**src/rtl/lvdsdes_pkg.sv**
```systemverilog
package lvdsdes_pkg;
  localparam int unsigned SER_BITS = 7;
  localparam logic [SER_BITS-1:0] FRAME_MARK = 7'b1100011;
  localparam int unsigned CTRL_BITS = 4;
  typedef logic [$clog2(SER_BITS)-1:0] bitidx_t;
endpackage

```
**src/rtl/lvdsdes_lane_shift.sv**
```systemverilog
module lvdsdes_lane_shift
  import lvdsdes_pkg::*;
(
  input  logic              clk,
  input  logic              rst_n,
  input  logic              rise_bit,
  input  logic              fall_bit,
  output logic [SER_BITS:0] hist
);
  // hist[0] is the newest bit (falling sample); hist[SER_BITS] the oldest.
  always_ff @(posedge clk) begin
    if (!rst_n) hist <= '0;
    else        hist <= {hist[SER_BITS-2:0], rise_bit, fall_bit};
  end
endmodule

```
**src/rtl/lvdsdes_align.sv**
```systemverilog
module lvdsdes_align
  import lvdsdes_pkg::*;
#(
  parameter int unsigned LOCK_WORDS = 4
) (
  input  logic              clk,
  input  logic              rst_n,
  input  logic [SER_BITS:0] mark_hist,
  output logic              word_end,
  output logic              sel_hi,
  output logic              word_ok,
  output logic              locked
);
  localparam int unsigned SW = $clog2(LOCK_WORDS + 1);
  localparam bitidx_t LAST = bitidx_t'(SER_BITS - 1);
  localparam bitidx_t WRAP = bitidx_t'(SER_BITS - 2);

  bitidx_t idx_r, idx_lo, idx_nx, cand_r, off_r, hit_idx;
  logic [SW-1:0] streak_r;
  logic m_hi, m_lo, hit, end_hi, end_lo, cend;

  // idx_r labels the bit in mark_hist[1]; mark_hist[0] carries idx_r+1.
  always_comb begin
    idx_lo   = (idx_r == LAST) ? '0 : idx_r + bitidx_t'(1);
    idx_nx   = (idx_r >= WRAP) ? idx_r - WRAP : idx_r + bitidx_t'(2);
    m_hi     = (mark_hist[SER_BITS:1] == FRAME_MARK);
    m_lo     = (mark_hist[SER_BITS-1:0] == FRAME_MARK);
    end_hi   = (idx_r == off_r);
    end_lo   = (idx_lo == off_r);
    word_end = locked & (end_hi | end_lo);
    sel_hi   = end_hi;
    word_ok  = end_hi ? m_hi : m_lo;
    hit      = m_hi | m_lo;
    hit_idx  = m_hi ? idx_r : idx_lo;
    cend     = (idx_r == cand_r) | (idx_lo == cand_r);
  end

  always_ff @(posedge clk) begin
    if (!rst_n) begin
      idx_r    <= WRAP;
      cand_r   <= '0;
      off_r    <= '0;
      streak_r <= '0;
      locked   <= 1'b0;
    end else begin
      idx_r <= idx_nx;
      if (locked) begin
        if (word_end && !word_ok) begin
          locked   <= 1'b0;
          streak_r <= '0;
        end
      end else if (hit) begin
        if (hit_idx == cand_r) begin
          streak_r <= streak_r + SW'(1);
          if (streak_r == SW'(LOCK_WORDS - 1)) begin
            locked <= 1'b1;
            off_r  <= cand_r;
          end
        end else begin
          cand_r   <= hit_idx;
          streak_r <= SW'(1);
        end
      end else if (cend) begin
        streak_r <= '0;
      end
    end
  end

  // a wrong mark at the locked alignment clears the lock.
  assert_drop_on_miss_R6: assert property (@(posedge clk) disable iff (!rst_n)
    (word_end && !word_ok) |=> !locked);
  // word ends are never in adjacent cycles.
  assert_end_spacing_R4: assert property (@(posedge clk) disable iff (!rst_n)
    word_end |=> !word_end);
  // lock is only taken in a cycle that saw the mark.
  assert_lock_on_hit_R2: assert property (@(posedge clk) disable iff (!rst_n)
    $rose(locked) |-> $past(hit));
endmodule

```
**src/rtl/lvdsdes_assemble.sv**
```systemverilog
module lvdsdes_assemble
  import lvdsdes_pkg::*;
#(
  parameter int unsigned LANES = 4,
  localparam int unsigned WORD_W = LANES * SER_BITS
) (
  input  logic                           clk,
  input  logic                           rst_n,
  input  logic [LANES-1:0][SER_BITS:0]   lane_hist,
  input  logic                           word_end,
  input  logic                           sel_hi,
  input  logic                           word_ok,
  output logic                           out_valid,
  output logic [WORD_W-1:0]              out_word
);
  logic [WORD_W-1:0] word_nx;

  for (genvar l = 0; l < LANES; l++) begin : g_pick
    assign word_nx[l*SER_BITS +: SER_BITS] =
      sel_hi ? lane_hist[l][SER_BITS:1] : lane_hist[l][SER_BITS-1:0];
  end

  always_ff @(posedge clk) begin
    if (!rst_n) begin
      out_valid <= 1'b0;
      out_word  <= '0;
    end else begin
      out_valid <= word_end & word_ok;
      if (word_end && word_ok) out_word <= word_nx;
    end
  end

  // each word is a one-cycle strobe.
  assert_strobe_pulse_R4: assert property (@(posedge clk) disable iff (!rst_n)
    out_valid |=> !out_valid);
endmodule

```
**src/rtl/lvdsdes_top.sv**
```systemverilog
module lvdsdes_top
  import lvdsdes_pkg::*;
#(
  parameter int unsigned LANES      = 4,
  parameter int unsigned LOCK_WORDS = 4,
  localparam int unsigned WORD_W    = LANES * SER_BITS,
  localparam int unsigned PIX_W     = WORD_W - CTRL_BITS
) (
  input  logic              clk_fast,
  input  logic              rst_n,
  input  logic [LANES-1:0]  data_rise,
  input  logic [LANES-1:0]  data_fall,
  input  logic              mark_rise,
  input  logic              mark_fall,
  output logic              out_valid,
  output logic [WORD_W-1:0] out_word,
  output logic [PIX_W-1:0]  out_pixel,
  output logic              out_dval,
  output logic              out_lval,
  output logic              out_fval,
  output logic              out_spare,
  output logic              locked
);
  logic [LANES-1:0][SER_BITS:0] lane_hist;
  logic [SER_BITS:0]            mark_hist;
  logic word_end, sel_hi, word_ok;

  for (genvar l = 0; l < LANES; l++) begin : g_lane
    lvdsdes_lane_shift u_shift (
      .clk(clk_fast), .rst_n(rst_n),
      .rise_bit(data_rise[l]), .fall_bit(data_fall[l]),
      .hist(lane_hist[l])
    );
  end

  lvdsdes_lane_shift u_mark_shift (
    .clk(clk_fast), .rst_n(rst_n),
    .rise_bit(mark_rise), .fall_bit(mark_fall),
    .hist(mark_hist)
  );

  lvdsdes_align #(.LOCK_WORDS(LOCK_WORDS)) u_align (
    .clk(clk_fast), .rst_n(rst_n), .mark_hist(mark_hist),
    .word_end(word_end), .sel_hi(sel_hi), .word_ok(word_ok), .locked(locked)
  );

  lvdsdes_assemble #(.LANES(LANES)) u_asm (
    .clk(clk_fast), .rst_n(rst_n), .lane_hist(lane_hist),
    .word_end(word_end), .sel_hi(sel_hi), .word_ok(word_ok),
    .out_valid(out_valid), .out_word(out_word)
  );

  assign out_pixel = out_word[PIX_W-1:0];
  assign out_dval  = out_word[PIX_W];
  assign out_lval  = out_word[PIX_W+1];
  assign out_fval  = out_word[PIX_W+2];
  assign out_spare = out_word[PIX_W+3];

  // words only leave under lock.
  assert_valid_locked_R3: assert property (@(posedge clk_fast) disable iff (!rst_n)
    out_valid |-> locked);
endmodule

```
**config.mk**
```make
export PLATFORM = sky130hd
export DESIGN_NAME = lvdsdes_top
export DESIGN_NICKNAME = d
export VERILOG_FILES = /design/src/rtl/lvdsdes_pkg.sv /design/src/rtl/lvdsdes_lane_shift.sv /design/src/rtl/lvdsdes_align.sv /design/src/rtl/lvdsdes_assemble.sv /design/src/rtl/lvdsdes_top.sv
export SDC_FILE = /design/constraint.sdc
export NUM_CORES = 1
export LEC_CHECK = 0
export BUFFER_PORTS_ARGS = -buffer_cell sky130_fd_sc_hd__buf_2
export CELL_PAD_IN_SITES_DETAIL_PLACEMENT = 1
export CELL_PAD_IN_SITES_GLOBAL_PLACEMENT = 1
export CORE_MARGIN = 2
export CORE_UTILIZATION = 25
export DETAILED_ROUTE_END_ITERATION = 7
export PLACE_DENSITY = 0.59
export SKIP_CTS_REPAIR_TIMING = 1
export SYNTH_ARGS = -nofsm -noshare
export SYNTH_HDL_FRONTEND = slang
export SYNTH_SLANG_ARGS = --single-unit
```
**constraint.sdc**
```tcl
create_clock -name clk_fast -period 2.55 [get_ports clk_fast]
set_clock_uncertainty 0.15 [all_clocks]
set_input_delay 0.255 -clock clk_fast [delete_from_list [all_inputs] [get_ports clk_fast]]
set_output_delay 0.255 -clock clk_fast [all_outputs]
set_load 0.01 [all_outputs]
```
==> impl_metrics.toml <==
[setup_path]
r2r-start = "u_align.idx_r[1]"
cp_slowest_stage_delay_ps = 460
cp-start-kind = "flip-flop"
cp.arrival_ps = 2480
crit_slowest_cell = "a2111oi_4"
critPathKind = "reg -> reg"
critPathRequiredTime_ps = 2660
crit_path_end_kind = "flip-flop"
path_cells = "ha_1 -> nor2b_2 -> a21boi_1 -> buf_4 -> or3_4 -> a2111oi_4 -> mux2i_1"
startpoint = "u_align.idx_r[1]"
crit_fanout = 8

[hold_path]
worstHoldStart = "data_rise[2]"
hold_path.class = "in -> reg"

[grt]
grt_start_max_net_pins = 40
grt_overflow = 0
antenna_found_initial = 0
grt_pass1_vias = 3310
grt_pass1_wl_um = 16500
grtUsageTotal_pct = 11.6

[logic_synthesis]
syn-num-nets = 439
async_flop_share_pct = 0
syn_area_per_cell_um2 = 9.70
synth_top_area_share_pct = 40.4
netlist_instances = 419
synthDistinctLibCells = 58
synth_warnings = 0
synth_area_um2 = 4070
synthTopCellsByCount = "dfxtp_1 (82), and2_1 (41), a21oi_1 (34)"
synth_area_leader_cell = "dfxtp_1"
synth-seq-cells = 82
synth_ff_type = "dfxtp_1"
synth_most_common_cell = "dfxtp_1"
synth_top_cells_by_area = "dfxtp_1 (40%), mux2i_1 (7.6%), and2_1 (6.3%), o31ai_1 (5.5%), buf_4 (5.4%)"
seq_area_frac_synth_pct = 40.4
synth_edf_count = 0

[power_and_ir_drop]
total_power_mw = 3.85
powerDensity_nw_per_um2 = 772
peakVddDrop_uv = 322
leakagePower_nw = 1.91

[floorplanning]
die_y_um = 132
fp-row-count = 46
die-area_um2 = 17300
initial_utilization_pct = 25.6
core-area_um2 = 15900
die_w_um = 132
io_pins = 70

[placement]
hpwl_um = 7030
port_buffers = 69
dp.cells = 672
gp_congestion = 0.735
preCtsSetupSlack_ps = -82.1

[timing]
setup_violations = 0
rsz0062_at_grt = "no"
hold_viol = 0
slew_violations = 0
tightestPinTransition_ps = 605
timing.slew.headroom_pct = 59.6
post-route-min-period_ps = 2370
finalCritPeriodShare_pct = 92.9
fin_ws_ps = 181
fmax_ghz = 0.422

[drt]
drtAntennaViolNets = 0
drt_iter0_drc = 163
drt-total-wl_um = 9600
drc = 0
detail_route.wl_per_cell_um = 13.8
viasPerCell = 4.58
vias = 3194
firstDrtPassIters = 4

[layout]
final_util_pct = 31.4
drive_above_1_share_pct = 27.7
fillers = 1858
stdcell_count = 697
layout.nets = 496
areaGrowthSynthToFinish_pct = 22.7
antennaDiodeCount = 0

[clock_tree]
htreeDepth = 3
clk_latency_ps = 330
clockBufferDepth = 2
cts_buffers = 9
clkTransAtPathRegs_ps = 60
cts_root_buf = "clkbuf_16"
cts_tree = "done"
cts.sinks = 82

[flow_run]
maxCapViolations = 0

[status]
status = "finished clean"
-- stage by stage --
step	hold WS, ps	cell area [um^2]	TNS [ps]
floorplan	232	4070	0
global placement	291	4590	0
detailed placement	299	4590	-296
CTS	-36.3	4890	-364
global route	6.49	4990	0
finish	6.83	4990	0
-- sequential cells by signal (all words and copies together) (netlist names) --
register	cells
u_align.streak_r	3
u_align.cand_r	3
u_align.locked	1
u_align.off_r	3
g_lane.u_shift.hist	32
u_align.idx_r	3
u_mark_shift.hist	8
u_asm.out_valid	1
u_asm.out_word	28
-- where the power goes --
part           leakage (nW)  total, mW  switching [mW]  internal [mW]
clock network         0.147       1.28           0.522          0.762
registers             0.667       1.39          0.0612           1.33
logic                  1.10       1.18           0.674          0.505
total                  1.91       3.85            1.26           2.59
-- worst paths after layout --
kind / end / slack [ps] / cells past startpoint
worst max-delay path: u_align.off_r[0] / 180 / 7
worst min-delay path: g_lane[2].u_shift.hist[1] / 7 / 2
worst max register to register: u_align.off_r[0] / 180 / 7
worst min register to register: g_lane[3].u_shift.hist[2] / 310 / 1
-- logic make-up (layout without fill, tap and decap cells) --
kind of cell | after synthesis | in the layout | share of synthesized area, %
mux | 31 | 31 | 7.63
buf+inv | 70 | 132 | 10.2
compound gates | 101 | 101 | 17.8
fa+ha+maj | 8 | 8 | 2.46
simple gates | 121 | 121 | 19.6
flops | 82 | 82 | 40.4
xor+xnor | 6 | 6 | 1.85
-- critical path: cells and delay by family, from the launching register on --
family                     cells  cell delay (ps)
buffers and inverters          1              170
AOI/OAI and AO/OA              2              640
DFF                            1              370
and+or+nand+nor                2              530
adders and majority gates      1              210
muxes                          1              230
-- metal layers --
metal  track usage [%]  up-vias  share of wire (%)
li1                  -     1602                  -
met1              13.7     1525                 45
met2              19.7       57                 49
met3              3.32       10                3.8
met4              4.23        0                1.7
met5                 0        -                  0
-- layout by cell type (no fill, tap or decap), types with 7 or more instances in the layout --
cell type,synthesis,routed
ha_1,8,7
or4_1,28,28
nor2_1,11,11
a21oi_1,34,34
inv_1,9,9
buf_4,29,25
and2_1,41,41
o31ai_1,30,30
clkbuf_16,0,9
dlygate4sd3_1,0,9
nor2b_1,8,7
nand2_1,13,13
dfxtp_1,82,80
buf_2,11,69
mux2i_1,31,31
-- final cells by class --
type | count | area (um^2) | area share, %
Sequential cell | 82 | 1640 | 33.0
Multi-Input combinational cell | 267 | 2040 | 40.9
Timing Repair Buffer | 107 | 703 | 14.1
Tap cell | 216 | 270 | 5.42
Clock inverter | 6 | 66.3 | 1.33
Inverter | 9 | 33.8 | 0.677
Clock buffer | 10 | 229 | 4.59
Note: power is estimated with default switching activity, not from simulation.
